**config.mk**
```make
export PLATFORM = sky130hd
export DESIGN_NAME = sd_issue_gate
export DESIGN_NICKNAME = d
export VERILOG_FILES = /design/src/rtl/sdg_pkg.sv /design/src/rtl/sdg_lane_reg.sv /design/src/rtl/sdg_clk_ctl.sv /design/src/rtl/sdg_issue_eval.sv /design/src/rtl/sd_issue_gate.sv
export SDC_FILE = /design/constraint.sdc
export NUM_CORES = 1
export LEC_CHECK = 0
export BUFFER_PORTS_ARGS = -buffer_cell sky130_fd_sc_hd__buf_2
export CAP_MARGIN = 25
export CORE_UTILIZATION = 54
export DETAILED_ROUTE_END_ITERATION = 10
export PLACE_DENSITY = 0.8
export SYNTH_ARGS = -nofsm -noshare
export SYNTH_HDL_FRONTEND = slang
export SYNTH_SLANG_ARGS = --single-unit
```
**constraint.sdc**
```tcl
create_clock -name clk_i -period 2.5 [get_ports clk_i]
set_clock_uncertainty 0.2 [all_clocks]
set_input_delay 0.25 -clock clk_i [delete_from_list [all_inputs] [get_ports clk_i]]
set_output_delay 0.25 -clock clk_i [all_outputs]
set_load 0.1 [all_outputs]
```
**src/rtl/sdg_pkg.sv**
```systemverilog
package sdg_pkg;
  localparam int unsigned CLK_SD_EN   = 2;
  localparam int unsigned CLK_STABLE  = 3;
  localparam int unsigned PWR_ON      = 0;
  localparam int unsigned VC_PWR_A    = 12;
  localparam int unsigned VC_PWR_B    = 3;
  localparam int unsigned VC_BUF_MASK = 6;
  localparam int unsigned CMD_DATA    = 5;
  localparam logic [1:0]  RSP_BUSY    = 2'b11;
  localparam logic [1:0]  TYPE_ABORT  = 2'b11;

  function automatic logic cmd_uses_dat(input logic [15:0] cmd);
    return cmd[CMD_DATA] || (cmd[1:0] == RSP_BUSY);
  endfunction
endpackage

```
**src/rtl/sdg_lane_reg.sv**
```systemverilog
module sdg_lane_reg #(
  parameter int unsigned  LANES = 4,
  parameter logic [LANES*8-1:0] RST_VAL = '0
) (
  input  logic               clk_i,
  input  logic               rst_ni,
  input  logic               we_i,
  input  logic [LANES-1:0]   be_i,
  input  logic [LANES*8-1:0] wdata_i,
  output logic [LANES*8-1:0] q_o
);
  for (genvar k = 0; k < LANES; k++) begin : g_lane
    always_ff @(posedge clk_i or negedge rst_ni) begin
      if (!rst_ni)                q_o[k*8 +: 8] <= RST_VAL[k*8 +: 8];
      else if (we_i && be_i[k])   q_o[k*8 +: 8] <= wdata_i[k*8 +: 8];
    end

    a_r2_lane_hold: assert property (@(posedge clk_i) disable iff (!rst_ni)
      !(we_i && be_i[k]) |=> $stable(q_o[k*8 +: 8]));
  end
endmodule

```
**src/rtl/sdg_clk_ctl.sv**
```systemverilog
module sdg_clk_ctl
  import sdg_pkg::*;
(
  input  logic        clk_i,
  input  logic        rst_ni,
  input  logic        we_i,
  input  logic [1:0]  be_i,
  input  logic [15:0] wdata_i,
  input  logic        card_present_i,
  output logic [15:0] q_o
);
  logic [7:0] lo_d;

  // stable bit is not software writable: forced from enable and card presence
  always_comb begin
    lo_d = wdata_i[7:0];
    lo_d[CLK_STABLE] = wdata_i[CLK_SD_EN] && card_present_i;
  end

  always_ff @(posedge clk_i or negedge rst_ni) begin
    if (!rst_ni) begin
      q_o <= '0;
    end else if (we_i) begin
      if (be_i[0]) q_o[7:0]  <= lo_d;
      if (be_i[1]) q_o[15:8] <= wdata_i[15:8];
    end
  end

  a_r8_stable_forced: assert property (@(posedge clk_i) disable iff (!rst_ni)
    (we_i && be_i[0]) |=> q_o[CLK_STABLE] == $past(wdata_i[CLK_SD_EN] && card_present_i));
  a_r8_stable_hold: assert property (@(posedge clk_i) disable iff (!rst_ni)
    !(we_i && be_i[0]) |=> $stable(q_o[CLK_STABLE]));
endmodule

```
**src/rtl/sdg_issue_eval.sv**
```systemverilog
module sdg_issue_eval
  import sdg_pkg::*;
(
  input  logic        clk_i,
  input  logic        rst_ni,
  input  logic        cmd_wr_i,
  input  logic [15:0] cmd_i,
  input  logic [15:0] clk_ctl_i,
  input  logic        pwr_on_i,
  input  logic [31:0] vc0_i,
  input  logic        data_inhibit_i,
  input  logic        xfer_stopped_i,
  output logic        go_o,
  output logic        deny_o
);
  logic clk_ok, pwr_ok, dat_ok, allow;

  always_comb begin
    clk_ok = clk_ctl_i[CLK_SD_EN];
    pwr_ok = pwr_on_i || !(vc0_i[VC_PWR_A] || vc0_i[VC_PWR_B]);
    dat_ok = !((data_inhibit_i || xfer_stopped_i) && cmd_uses_dat(cmd_i)
               && (cmd_i[7:6] != TYPE_ABORT));
    allow  = clk_ok && pwr_ok && dat_ok;
  end

  always_ff @(posedge clk_i or negedge rst_ni) begin
    if (!rst_ni) begin
      go_o   <= 1'b0;
      deny_o <= 1'b0;
    end else begin
      go_o   <= cmd_wr_i && allow;
      deny_o <= cmd_wr_i && !allow;
    end
  end

  a_r3_exclusive: assert property (@(posedge clk_i) disable iff (!rst_ni)
    !(go_o && deny_o));
  a_r3_one_outcome: assert property (@(posedge clk_i) disable iff (!rst_ni)
    cmd_wr_i |=> (go_o || deny_o));
  a_r3_no_stray: assert property (@(posedge clk_i) disable iff (!rst_ni)
    !cmd_wr_i |=> !(go_o || deny_o));
  a_r4_clk_off_deny: assert property (@(posedge clk_i) disable iff (!rst_ni)
    (cmd_wr_i && !clk_ctl_i[CLK_SD_EN]) |=> deny_o);
  a_r5_pwr_free: assert property (@(posedge clk_i) disable iff (!rst_ni)
    (cmd_wr_i && clk_ctl_i[CLK_SD_EN] && !vc0_i[VC_PWR_A] && !vc0_i[VC_PWR_B]
     && !data_inhibit_i && !xfer_stopped_i) |=> go_o);
endmodule

```
**src/rtl/sd_issue_gate.sv**
```systemverilog
module sd_issue_gate
  import sdg_pkg::*;
#(
  parameter int unsigned ADDR_W   = 8,
  parameter int unsigned A_CMD    = 'h0C,
  parameter int unsigned A_BUF    = 'h20,
  parameter int unsigned A_PWR    = 'h28,
  parameter int unsigned A_CLK    = 'h2C,
  parameter int unsigned A_VC0    = 'h80,
  parameter int unsigned A_VC1    = 'h84,
  parameter logic [31:0] VC1_RST  = 32'h7F5F3F1F
) (
  input  logic              clk_i,
  input  logic              rst_ni,
  input  logic              reg_we_i,
  input  logic [ADDR_W-1:0] reg_addr_i,
  input  logic [31:0]       reg_wdata_i,
  input  logic [3:0]        reg_be_i,
  output logic [31:0]       reg_rdata_o,
  input  logic              card_present_i,
  input  logic              data_inhibit_i,
  input  logic              xfer_stopped_i,
  input  logic [31:0]       buf_data_i,
  output logic              issue_go_o,
  output logic              issue_deny_o,
  output logic              clk_stable_o
);
  localparam logic [ADDR_W-1:0] W_CMD = ADDR_W'(A_CMD);
  localparam logic [ADDR_W-1:0] W_BUF = ADDR_W'(A_BUF);
  localparam logic [ADDR_W-1:0] W_PWR = ADDR_W'(A_PWR);
  localparam logic [ADDR_W-1:0] W_CLK = ADDR_W'(A_CLK);
  localparam logic [ADDR_W-1:0] W_VC0 = ADDR_W'(A_VC0);
  localparam logic [ADDR_W-1:0] W_VC1 = ADDR_W'(A_VC1);

  logic [ADDR_W-1:0] waddr;
  logic [15:0] cmd_q, cmd_new, clk_ctl;
  logic [7:0]  pwr_q;
  logic [31:0] vc0, vc1;
  logic sel_cmd, sel_pwr, sel_clk, sel_vc0, sel_vc1, cmd_wr;

  assign waddr   = {reg_addr_i[ADDR_W-1:2], 2'b00};
  assign sel_cmd = reg_we_i && (waddr == W_CMD);
  assign sel_pwr = reg_we_i && (waddr == W_PWR);
  assign sel_clk = reg_we_i && (waddr == W_CLK);
  assign sel_vc0 = reg_we_i && (waddr == W_VC0);
  assign sel_vc1 = reg_we_i && (waddr == W_VC1);
  assign cmd_wr  = sel_cmd && reg_be_i[3];

  // command judged on the value being written this cycle
  assign cmd_new = {reg_be_i[3] ? reg_wdata_i[31:24] : cmd_q[15:8],
                    reg_be_i[2] ? reg_wdata_i[23:16] : cmd_q[7:0]};

  always_ff @(posedge clk_i or negedge rst_ni) begin
    if (!rst_ni) begin
      cmd_q <= '0;
      pwr_q <= '0;
    end else begin
      if (sel_cmd) cmd_q <= cmd_new;
      if (sel_pwr && reg_be_i[1]) pwr_q <= reg_wdata_i[15:8];
    end
  end

  sdg_lane_reg #(.LANES(4), .RST_VAL(32'h0)) u_vc0 (
    .clk_i, .rst_ni, .we_i(sel_vc0), .be_i(reg_be_i), .wdata_i(reg_wdata_i), .q_o(vc0));

  sdg_lane_reg #(.LANES(4), .RST_VAL(VC1_RST)) u_vc1 (
    .clk_i, .rst_ni, .we_i(sel_vc1), .be_i(reg_be_i), .wdata_i(reg_wdata_i), .q_o(vc1));

  sdg_clk_ctl u_clk (
    .clk_i, .rst_ni, .we_i(sel_clk), .be_i(reg_be_i[1:0]), .wdata_i(reg_wdata_i[15:0]),
    .card_present_i, .q_o(clk_ctl));

  sdg_issue_eval u_eval (
    .clk_i, .rst_ni, .cmd_wr_i(cmd_wr), .cmd_i(cmd_new), .clk_ctl_i(clk_ctl),
    .pwr_on_i(pwr_q[PWR_ON]), .vc0_i(vc0), .data_inhibit_i, .xfer_stopped_i,
    .go_o(issue_go_o), .deny_o(issue_deny_o));

  assign clk_stable_o = clk_ctl[CLK_STABLE];

  always_comb begin
    unique case ({reg_addr_i[ADDR_W-1:2], 2'b00})
      W_CMD:   reg_rdata_o = {cmd_q, 16'h0};
      W_PWR:   reg_rdata_o = {16'h0, pwr_q, 8'h0};
      W_CLK:   reg_rdata_o = {16'h0, clk_ctl};
      W_BUF:   reg_rdata_o = vc0[VC_BUF_MASK] ? 32'h0 : buf_data_i;
      W_VC0:   reg_rdata_o = vc0;
      W_VC1:   reg_rdata_o = vc1;
      default: reg_rdata_o = 32'h0;
    endcase
  end

  always_comb begin
    if (rst_ni && ({reg_addr_i[ADDR_W-1:2], 2'b00} == W_BUF) && vc0[VC_BUF_MASK])
      a_r9_buf_blank: assert (reg_rdata_o == 32'h0);
  end
endmodule

```
==> out/metrics.yaml, run 1 <==
status:
  status: "finished, final reports clean"
die:
  start_util_pct: 55.7
  dieArea_um2: 9380
  dieHeight_um: 96.9
  coreArea_um2: 8720
  io_pins: 117
  rows: 34
  die_w_um: 96.9
sta:
  rsz0062_at_grt: "no"
  fin_crit_sh_pct: 96.0
  setup_tns_ns: 0
  tightest_slew_ns: 0.567
  period_minus_slack_ns: 2.40
  slew_headroom_pct: 62.2
  setup_viol: 0
  fmax_mhz: 417
  hold_violations: 0
  drv_slew: 0
detailed_routing:
  drt-pass1-iter-count: 6
  via_per_inst: 5.93
  wirelength_mm: 12.4
  drcViolationCount: 0
  wire_per_inst_um: 19.1
  vias: 3858
  ant_nets: 0
  drt_iter0_drc: 264
cts:
  htreeDepth: 3
  cts.sinks: 106
  clockBufferDepth: 2
  clk_pin_slew_worst_paths_ns: 0.11
  cts_tree: "done"
  root_buffer: "clkbuf_8"
  post_cts_buffers: 0
  clk_latency_ns: 0.37
  numCtsBuffers: 9
worst_setup_path:
  start_kind: "input port"
  crit_path_max_fanout: 18
  crit_type: "in2out"
  crit_required_ns: 2.05
  critPathArrivalTime_ns: 1.95
  crit_path_end_kind: "output port"
finish:
  final_nets: 620
  syn_to_final_growth_pct: 42.9
  drive_above_1_share_pct: 61.3
  fill_cells: 513
  final_core_util_pct: 79.6
  final_cells: 651
  num_antenna_cells: 0
power_and_ir_drop:
  power_frac_comb_pct: 12.3
  p_per_area_nw_per_um2: 519
  switching_share_pct: 24.8
  p_leak_nw: 3.34
  p_switching_mw: 0.892
  p_seq_share_pct: 54.3
  ir_worst_vdd_mv: 0.291
  power_frac_clock_pct: 33.4
  intPower_mw: 2.71
synthesis:
  synth.area.top_cells: "dfrtp_1 42%, mux2_2 24%, dfstp_2 13%"
  synth_cells: 368
  yosys_most_used_dff: "dfrtp_1"
  synth.most_common_cell: "mux2_2"
  yosys_warnings: 0
  yosysTopAreaCell: "dfrtp_1"
  async_flop_share_pct: 100
  syn-cell-area_um2: 4860
  synth_fp_nets: 450
  syn_area_per_cell_um2: 13.2
  synth_common_cells: "102 x mux2_2, 82 x dfrtp_1, 60 x nand2_1"
  synth_cell_types: 30
  synth_edf_count: 0
  ys_seq_elements: 106
  ys_seq_area_share_pct: 55.2
  yosys.area.top_type_share_pct: 42.2
global_routing:
  grtUsageTotal_pct: 27.5
  antenna_found_initial: 0
  grt_first_pass_wirelength_mm: 20.3
  grt_remaining_overflow: 0
  grt_pass1_vias: 4124
  grt_max_degree: 107
place:
  dp_hpwl_mm: 8.25
  io_buffers: 114
  gp_congestion: 0.762
  dpl.cell_count: 599
run:
  maxCapViolations: 0
hold_path:
  hold_path.class: "in2reg"
## layer usage
layer  vias up  global-route usage, %  wire length, um
li1       1727                      -                -
met1      1912                   33.8             4870
met2       186                   47.3             6430
met3        33                   3.97              770
met4         0                   13.5              337
met5         -                      0                0
## worst max-delay path, stage by stage
cell and delay, ns:
buf_2 0.11, or4b_4 0.60, nor3b_4 0.30, buf_6 0.25
a222oi_1 0.14, nand2_2 0.12, buf_12 0.18
## stage by stage
stage | setup slack (ns) | instance area (um^2) | total power, mW | hold WS, ns
2_1_floorplan | 0.0425 | 4940 | 2.18 | -0.246
3_3_place_gp | 0.0643 | 6350 | 2.35 | 0.156
3_5_place_dp | 0.0311 | 6350 | 2.38 | 0.160
4_1_cts | 0.0361 | 6940 | 3.62 | 0.0388
5_1_grt | 0.0402 | 6940 | 3.75 | 0.0674
6_report | 0.0998 | 6940 | 3.60 | 0.0533
## sequential cells by signal, summed over array words and instances, names as in the netlist
signal,cells
cmd_q,16
pwr_q,8
u_clk.q_o,16
u_eval.deny_o,1
u_eval.go_o,1
u_vc0.q_o,32
u_vc1.q_o,32
## what timing repair did
item	4_1_cts	5_1_grt
resized for setup	0	1
hold endpoints to repair	187	0
endpoints found under the setup margin	0	15
hold buffers	36	0
## final timing paths
| kind | start | end | slack (ns) | cells past startpoint |
|---|---|---|---|---|
| max | reg_addr_i[4] | reg_rdata_o[27] | 0.1 | 7 |
| min | reg_we_i | u_eval.deny_o$_DFF_PN0_ | 0.05 | 3 |
| max reg2reg | cmd_q[1]$_DFFE_PN0P_ | u_eval.go_o$_DFF_PN0_ | 1.05 | 4 |
| min reg2reg | u_vc0.q_o[24]$_DFFE_PN0P_ | u_vc0.q_o[24]$_DFFE_PN0P_ | 0.31 | 1 |
| max in group asynchronous | rst_ni | u_vc1.q_o[18]$_DFFE_PN1P_ | 1.39 | 3 |
| min in group asynchronous | rst_ni | cmd_q[13]$_DFFE_PN0P_ | 0.25 | 3 |
## cell families after synthesis
logic type	share of synthesized area [%]
flip-flops	55.2
multiplexers	24.1
AND/OR/NAND/NOR	9.43
AO/OA/AOI/OAI	8.73
buffers and inverters	2.55
## area by class of cell
cell class              instances  area (um^2)  share of cell area [%]
clock inverters                 6         95.1                    1.37
repair buffers                184         1750                    25.2
multi-input cells             236         2140                    30.8
well taps                     108          135                    1.95
inverters                       1         3.75                  0.0541
clock buffers                  10          138                    1.98
flip-flops and latches        106         2680                    38.6
## layout by cell type (no fill, tap or decap), types with 2 or more instances in the layout
cell and count:
nor2_1 2, a22oi_1 8, mux2_2 102, bufinv_16 2, buf_12 38, nor3b_4 2
dlygate4sd3_1 36, nand2_2 32, dfrtp_1 82, inv_6 3, nor2_2 2, a222oi_1 32
and3_1 11, dfstp_2 24, or4b_4 2, buf_4 28, clkbuf_8 10, nor4_4 2
buf_2 81, nand2_1 28
## power by group through the flow
stage	Sequential, mW	Combinational [mW]	Clock [mW]
6_report	1.96	0.442	1.20
5_1_grt	1.97	0.475	1.30
4_1_cts	1.95	0.443	1.22
3_5_place_dp	1.99	0.397	0
3_3_place_gp	1.97	0.381	0
2_1_floorplan	1.97	0.208	0
Power figures use the tool's default switching activity.
==> inputs of run 2 (changes only) <==
--- a/config.mk
+++ b/config.mk
@@ -10,6 +10,7 @@
 export CORE_UTILIZATION = 54
 export DETAILED_ROUTE_END_ITERATION = 10
 export PLACE_DENSITY = 0.8
+export SETUP_SLACK_MARGIN = 0.2
 export SYNTH_ARGS = -nofsm -noshare
 export SYNTH_HDL_FRONTEND = slang
 export SYNTH_SLANG_ARGS = --single-unit
==> run 2 against run 1 <==
Net effect: non-clock buffer count up 15; sequential cell count unchanged; hold slack better by 0.024 ns; sequential share of layout area down 1.4 points; sequential power about the same; clock-buffer cell count unchanged; combinational power up 4%; maximum frequency up 2.7%; clock power down 7%; worst setup slack better by 0.064 ns; power down 1.8%; routed wire length up 7.4%; critical path type unchanged.
==> out/metrics.yaml, run 2 (synthesis gave the netlist of run 1 again) <==
worst_setup_path:
  critPathMostFrequentCell: "buf_12"
  critical_path.max_stage_delay_ns: 0.58  # -0.02 ns
  r2r-start: "cmd_q[1]$_DFFE_PN0P_"
  critPathArrivalTime_ns: 1.89  # -0.06 ns
  crit_type: "in2out"
  rr_endpoint: "u_eval.go_o$_DFF_PN0_"
  crit_path_end_kind: "output port"
  reg2regPathDepth: 4  # unchanged
  crit_path_max_fanout: 8  # -10
  worstPathCellList: "buf_6 -> or4b_4 -> nor3b_4 -> buf_4 -> buf_12 -> a222oi_1 -> nand2_4 -> buf_12"
  ff2ff_setup_slack_ns: 1.06  # about the same
  crit_path_top_delay_cell: "or4b_4"
  crit_required_ns: 2.05  # about the same
  start_kind: "input port"
cts:
  cts_tree: "done"
  clockBufferDepth: 2  # unchanged
  htreeDepth: 3  # unchanged
  cts.sinks: 106  # unchanged
  clk_pin_slew_worst_paths_ns: 0.09  # -0.02 ns
  clk_latency_ns: 0.38  # about the same
  root_buffer: "clkbuf_8"
  numCtsBuffers: 9  # unchanged
detailed_routing:
  drt_iter0_drc: 248  # -6.1%
  drcViolationCount: 0  # unchanged
  wirelength_mm: 13.3  # +7.4%
  wire_per_inst_um: 20.0  # +5.0%
  via_per_inst: 5.97  # +0.74%
  ant_nets: 0  # unchanged
  drt-pass1-iter-count: 8  # +2
  vias: 3976  # +3.1%
hold_path:
  holdPathStages: 3  # unchanged
  hold_start: "reg_we_i"
  hold_path.class: "in2reg"
  min_to: "u_eval.deny_o$_DFF_PN0_"
sta:
  tightest_slew_ns: 0.542  # -0.0250 ns
  drv_slew: 0  # unchanged
  slew_headroom_pct: 63.9  # +1.7 points
  fin_crit_sh_pct: 93.5  # -2.5 points
  period_minus_slack_ns: 2.34  # -0.0637 ns
  fin_ws_ns: 0.164  # +0.0637 ns
  fmax_mhz: 428  # +2.7%
  setup_tns_ns: 0  # unchanged
  setup_viol: 0  # unchanged
  rsz0062_at_grt: "yes"
  hold_violations: 0  # unchanged
global_routing:
  grt_max_degree: 49  # -54%
  grt_remaining_overflow: 0  # unchanged
  grtUsageTotal_pct: 29.1  # +1.7 points
  grt_first_pass_wirelength_mm: 21.7  # +7.2%
  antenna_found_initial: 0  # unchanged
  grt_pass1_vias: 4212  # +2.1%
die:
  dieHeight_um: 96.9  # unchanged
  coreArea_um2: 8720  # unchanged
  io_pins: 117  # unchanged
  dieArea_um2: 9380  # unchanged
  rows: 34  # unchanged
  die_w_um: 96.9  # unchanged
  start_util_pct: 55.7  # unchanged
status:
  status: "finished, final reports clean"
power_and_ir_drop:
  p_per_area_nw_per_um2: 490  # -5.5%
  p_leak_nw: 3.44  # +2.9%
  intPower_mw: 2.61  # -3.6%
  switching_share_pct: 26.1  # +1.3 points
  p_switching_mw: 0.922  # +3.4%
  power_frac_clock_pct: 31.6  # -1.8 points
  p_seq_share_pct: 55.4  # +1.1 points
  power_frac_comb_pct: 13.0  # +0.7 points
  ir_worst_vdd_mv: 0.368  # +26%
place:
  dpl_cell_area_um2: 6560  # +3.4%
  pre_cts_ws_ns: 0.0363  # +0.00521 ns
  dp_hpwl_mm: 9.01  # +9.2%
  io_buffers: 114  # unchanged
  gp_congestion: 0.772  # +1.2%
  dpl.cell_count: 610  # +1.8%
finish:
  final_cells: 666  # +2.3%
  reg.largest.list: "u_vc0.q_o: 32 flops, u_vc1.q_o: 32 flops"
  final_core_util_pct: 82.7  # +3.1 points
  final_cell_mix: "102 x mux2_2, 82 x dfrtp_1, 79 x buf_2"
  final_area_um2: 7210  # +3.8%
  final_common_cell: "mux2_2"
  fill_cells: 484  # -5.7%
  drive_above_1_share_pct: 62.4  # +1.0 points
  syn_to_final_growth_pct: 48.4
  num_antenna_cells: 0  # unchanged
  final_nets: 635  # +2.4%
run:
  maxCapViolations: 0  # unchanged
run 2: cell types whose count changed in the layout (fill, tap and decap cells not counted), moves of 2 or more:
cell / previous run / this run
buf_2: 81 / 79
buf_4: 28 / 42
buf_12: 38 / 36
buf_6: 1 / 5
clkinvlp_4: 0 / 2
nand2_2: 32 / 0
nand2_4: 0 / 32
run 2: repair_timing:
action                                  in CTS  in global routing
setup buffers                                3                  0
pin swaps                                    6                  3
gates cloned                                 0                  1
resized for setup                            6                  0
hold buffers                                36                  0
endpoints found under the hold margin      135                  0
endpoints found under the setup margin      32                 31
run 2: critical path, delay by kind of cell:
kind / cells / cell delay (ns)
buffers and inverters: 4 / 0.59
and+or+nand+nor: 3 / 0.91
AOI/OAI and AO/OA: 1 / 0.14
run 2: routing by layer:
metal | vias to the layer above | wire length, um | GRT usage, %
met5 | - | 0 | 0
met3 | 26 | 753 | 5.92
met1 | 2019 | 5360 | 37.1
li1 | 1758 | - | -
met4 | 0 | 294 | 8.04
met2 | 173 | 6910 | 50.5
run 2: layout make-up:
cell class                      instances  area, um^2  area share (%)
Sequential cell                       106        2680            37.2
Multi-Input combinational cell        236        2310            32.0
Timing Repair Buffer                  199        1870            26.0
Clock buffer                           10         138            1.91
Tap cell                              108         135            1.87
Clock inverter                          6        71.3           0.989
Inverter                                1        3.75          0.0521
run 2: how the worst max path moves through the flow:
stage | startpoint | endpoint | depth (start not counted)
final | reg_addr_i[6] | reg_rdata_o[11] | 8
after global routing | reg_addr_i[5] | reg_rdata_o[11] | 8
after CTS | reg_addr_i[6] | reg_rdata_o[30] | 7
after detailed placement | reg_addr_i[4] | u_vc1.q_o[23]$_DFFE_PN0P_ | 7
after global placement | reg_addr_i[4] | u_vc1.q_o[23]$_DFFE_PN0P_ | 7
after floorplan | reg_addr_i[4] | reg_rdata_o[14] | 5
run 2: power groups by stage:
stage               Combinational [mW]  Sequential [mW]  Clock (mW)
floorplan                        0.212             1.97           0
global placement                 0.386             1.97           0
detailed placement               0.406             1.99           0
CTS                              0.457             1.95        1.13
global route                     0.494             1.97        1.18
finish                           0.459             1.96        1.12
run 2: stage by stage:
stage,hold slack (ns),power [mW]
6_report,0.0777,3.54
5_1_grt,0.101,3.65
4_1_cts,0.0772,3.54
3_5_place_dp,0.0655,2.39
3_3_place_gp,0.0553,2.36
2_1_floorplan,-0.246,2.18
==> inputs of run 3 (changes only) <==
--- a/config.mk
+++ b/config.mk
@@ -11,6 +11,7 @@
 export DETAILED_ROUTE_END_ITERATION = 10
 export PLACE_DENSITY = 0.8
 export SETUP_SLACK_MARGIN = 0.2
+export SLEW_MARGIN = 20
 export SYNTH_ARGS = -nofsm -noshare
 export SYNTH_HDL_FRONTEND = slang
 export SYNTH_SLANG_ARGS = --single-unit
==> constraint.sdc (replaced) <==
create_clock -name clk_i -period 2.5 [get_ports clk_i]
set_clock_uncertainty 0.2 [all_clocks]
set_input_delay 0.125 -clock clk_i [delete_from_list [all_inputs] [get_ports clk_i]]
set_output_delay 0.125 -clock clk_i [all_outputs]
set_load 0.1 [all_outputs]
==> run 3 against run 2 <==
Net effect: clock power decreased by 14%; final area fell by 6.8%; sequential share of layout area up 2.7 points; critical path depth down 1; non-clock buffer count down 29; register-to-register slack better by 0.03 ns; sequential power hardly changed; global-route usage shrank 2.3 points; worst setup slack better by 0.10 ns; first-iteration DRC count shrank 4.8%; utilization down 5.6 points; power decreased by 5.1%; highest routed layer unchanged.
==> out/metrics.yaml, run 3 (synthesis gave the netlist of run 1 again) <==
status:
  status: "finished, final reports clean"
worst_setup_path:
  crit_path_end_kind: "output port"
  crit_required_ns: 2.17  # +0.12 ns
  critPathArrivalTime_ns: 1.91  # +0.02 ns
  reg2regPathDepth: 4  # unchanged
  crit_path_max_fanout: 16  # +8
  crit_path_top_delay_cell: "or4b_4"
  worstPathCellList: "buf_2 -> or4b_4 -> nor3b_4 -> buf_4 -> a222oi_1 -> nand2_2 -> buf_12"
  crit_buf_inv: 3  # -1
  start_kind: "input port"
  critical_path.max_stage_delay_ns: 0.59  # about the same
  crit_type: "in2out"
  crit_cells: 7  # -1
  cp_top_family: "simple AND/OR/NAND/NOR gates"
  ff2ff_setup_slack_ns: 1.09  # +0.03 ns
global_routing:
  grtUsageTotal_pct: 26.8  # -2.3 points
  grt_pass1_vias: 4041  # -4.1%
  grt_first_pass_wirelength_mm: 19.9  # -8.5%
  grt_max_degree: 64  # +31%
  antenna_found_initial: 0  # unchanged
  grt_remaining_overflow: 0  # unchanged
hold_path:
  hold_path.class: "in2async"
detailed_routing:
  drt_iter0_drc: 236  # -4.8%
  vias: 3767  # -5.3%
  wirelength_mm: 12.0  # -9.6%
  via_per_inst: 5.91  # -0.94%
  drt-pass1-iter-count: 6  # -2
  drcViolationCount: 0  # unchanged
  wire_per_inst_um: 18.9  # -5.5%
  ant_nets: 0  # unchanged
die:
  rows: 34  # unchanged
  coreArea_um2: 8720  # unchanged
  start_util_pct: 55.7  # unchanged
  dieArea_um2: 9380  # unchanged
  dieHeight_um: 96.9  # unchanged
  io_pins: 117  # unchanged
  die_w_um: 96.9  # unchanged
sta:
  tightest_slew_ns: 0.571  # +0.0285 ns
  hold_violations: 0  # unchanged
  setup_viol: 0  # unchanged
  slew_headroom_pct: 62.0  # -1.9 points
  fin_crit_sh_pct: 89.4  # -4.1 points
  period_minus_slack_ns: 2.24  # -0.101 ns
  fmax_mhz: 447  # +4.5%
  rsz0062_at_grt: "no"
  setup_tns_ns: 0  # unchanged
  drv_slew: 0  # unchanged
power_and_ir_drop:
  power_mw: 3.36  # -5.1%
  ir_worst_vdd_mv: 0.358  # -2.6%
  p_per_area_nw_per_um2: 500  # +1.9%
  p_leak_nw: 3.23  # -6.3%
finish:
  syn_to_final_growth_pct: 38.3
  final_core_util_pct: 77.0  # -5.6 points
  final_cell_mix: "102 x mux2_2, 82 x dfrtp_1, 81 x buf_2"
  final_common_cell: "mux2_2"
  num_antenna_cells: 0  # unchanged
  reg.largest.list: "u_vc0.q_o: 32 flops, u_vc1.q_o: 32 flops"
  drive_above_1_share_pct: 60.1  # -2.3 points
  final_nets: 606  # -4.6%
cts:
  clk_latency_ns: 0.37  # about the same
  htreeDepth: 3  # unchanged
  cts_tree: "done"
  numCtsBuffers: 9  # unchanged
  root_buffer: "clkbuf_8"
  cts.sinks: 106  # unchanged
  clk_pin_slew_worst_paths_ns: 0.10  # about the same
  clockBufferDepth: 2  # unchanged
place:
  dp_hpwl_mm: 8.35  # -7.4%
  gp_congestion: 0.786  # +1.8%
  io_buffers: 114  # unchanged
run:
  maxCapViolations: 0  # unchanged
==> run 3: final cells by class <==
class	count	area, um^2
Sequential cell	106	2680
Multi-Input combinational cell	236	2140
Fill cell	559	2000
Timing Repair Buffer	170	1580
Tap cell	108	135
Clock buffer	9	124
Clock inverter	7	52.6
Inverter	1	3.75
==> run 3: per-stage QoR <==
stage	instance area [um^2]	setup slack [ns]	std cells	hold slack, ns
5_1_grt	6720	0.199	637	0.118
3_3_place_gp	6160	0.167	582	-0.0572
3_5_place_dp	6160	0.121	582	-0.0463
4_1_cts	6700	0.234	635	0.0867
2_1_floorplan	4940	0.292	368	-0.371
6_report	6720	0.265	637	0.0783
==> run 3: timing repair <==
action / in CTS / in global routing
endpoints found under the hold margin: 149 / 0
hold buffers: 37 / 0
setup buffers: 0 / 2
endpoints found under the setup margin: 0 / 18
gates resized for setup: 0 / 0
==> run 3: worst paths after layout <==
path / endpoint / start
worst max-delay path: reg_rdata_o[22] / reg_addr_i[4]
worst min-delay path: cmd_q[9]$_DFFE_PN0P_ / rst_ni
worst max register to register: u_eval.go_o$_DFF_PN0_ / cmd_q[1]$_DFFE_PN0P_
worst min register to register: u_clk.q_o[15]$_DFFE_PN0P_ / u_clk.q_o[15]$_DFFE_PN0P_
max in group asynchronous: u_vc1.q_o[1]$_DFFE_PN1P_ / rst_ni
min in group clk_i: u_eval.deny_o$_DFF_PN0_ / data_inhibit_i
==> run 3: where the power goes <==
part           internal, mW  leakage [nW]  switching [mW]  total [mW]
Sequential             1.88          1.36          0.0806        1.96
Clock                 0.369        0.0900           0.592       0.961
Combinational         0.228          1.77           0.211       0.439
==> run 3: routing by layer <==
layer	share of wire, %	track usage [%]
met5	0	0
met4	2.1	9.76
met3	6.3	5.06
met2	52	47.4
met1	39	32.6
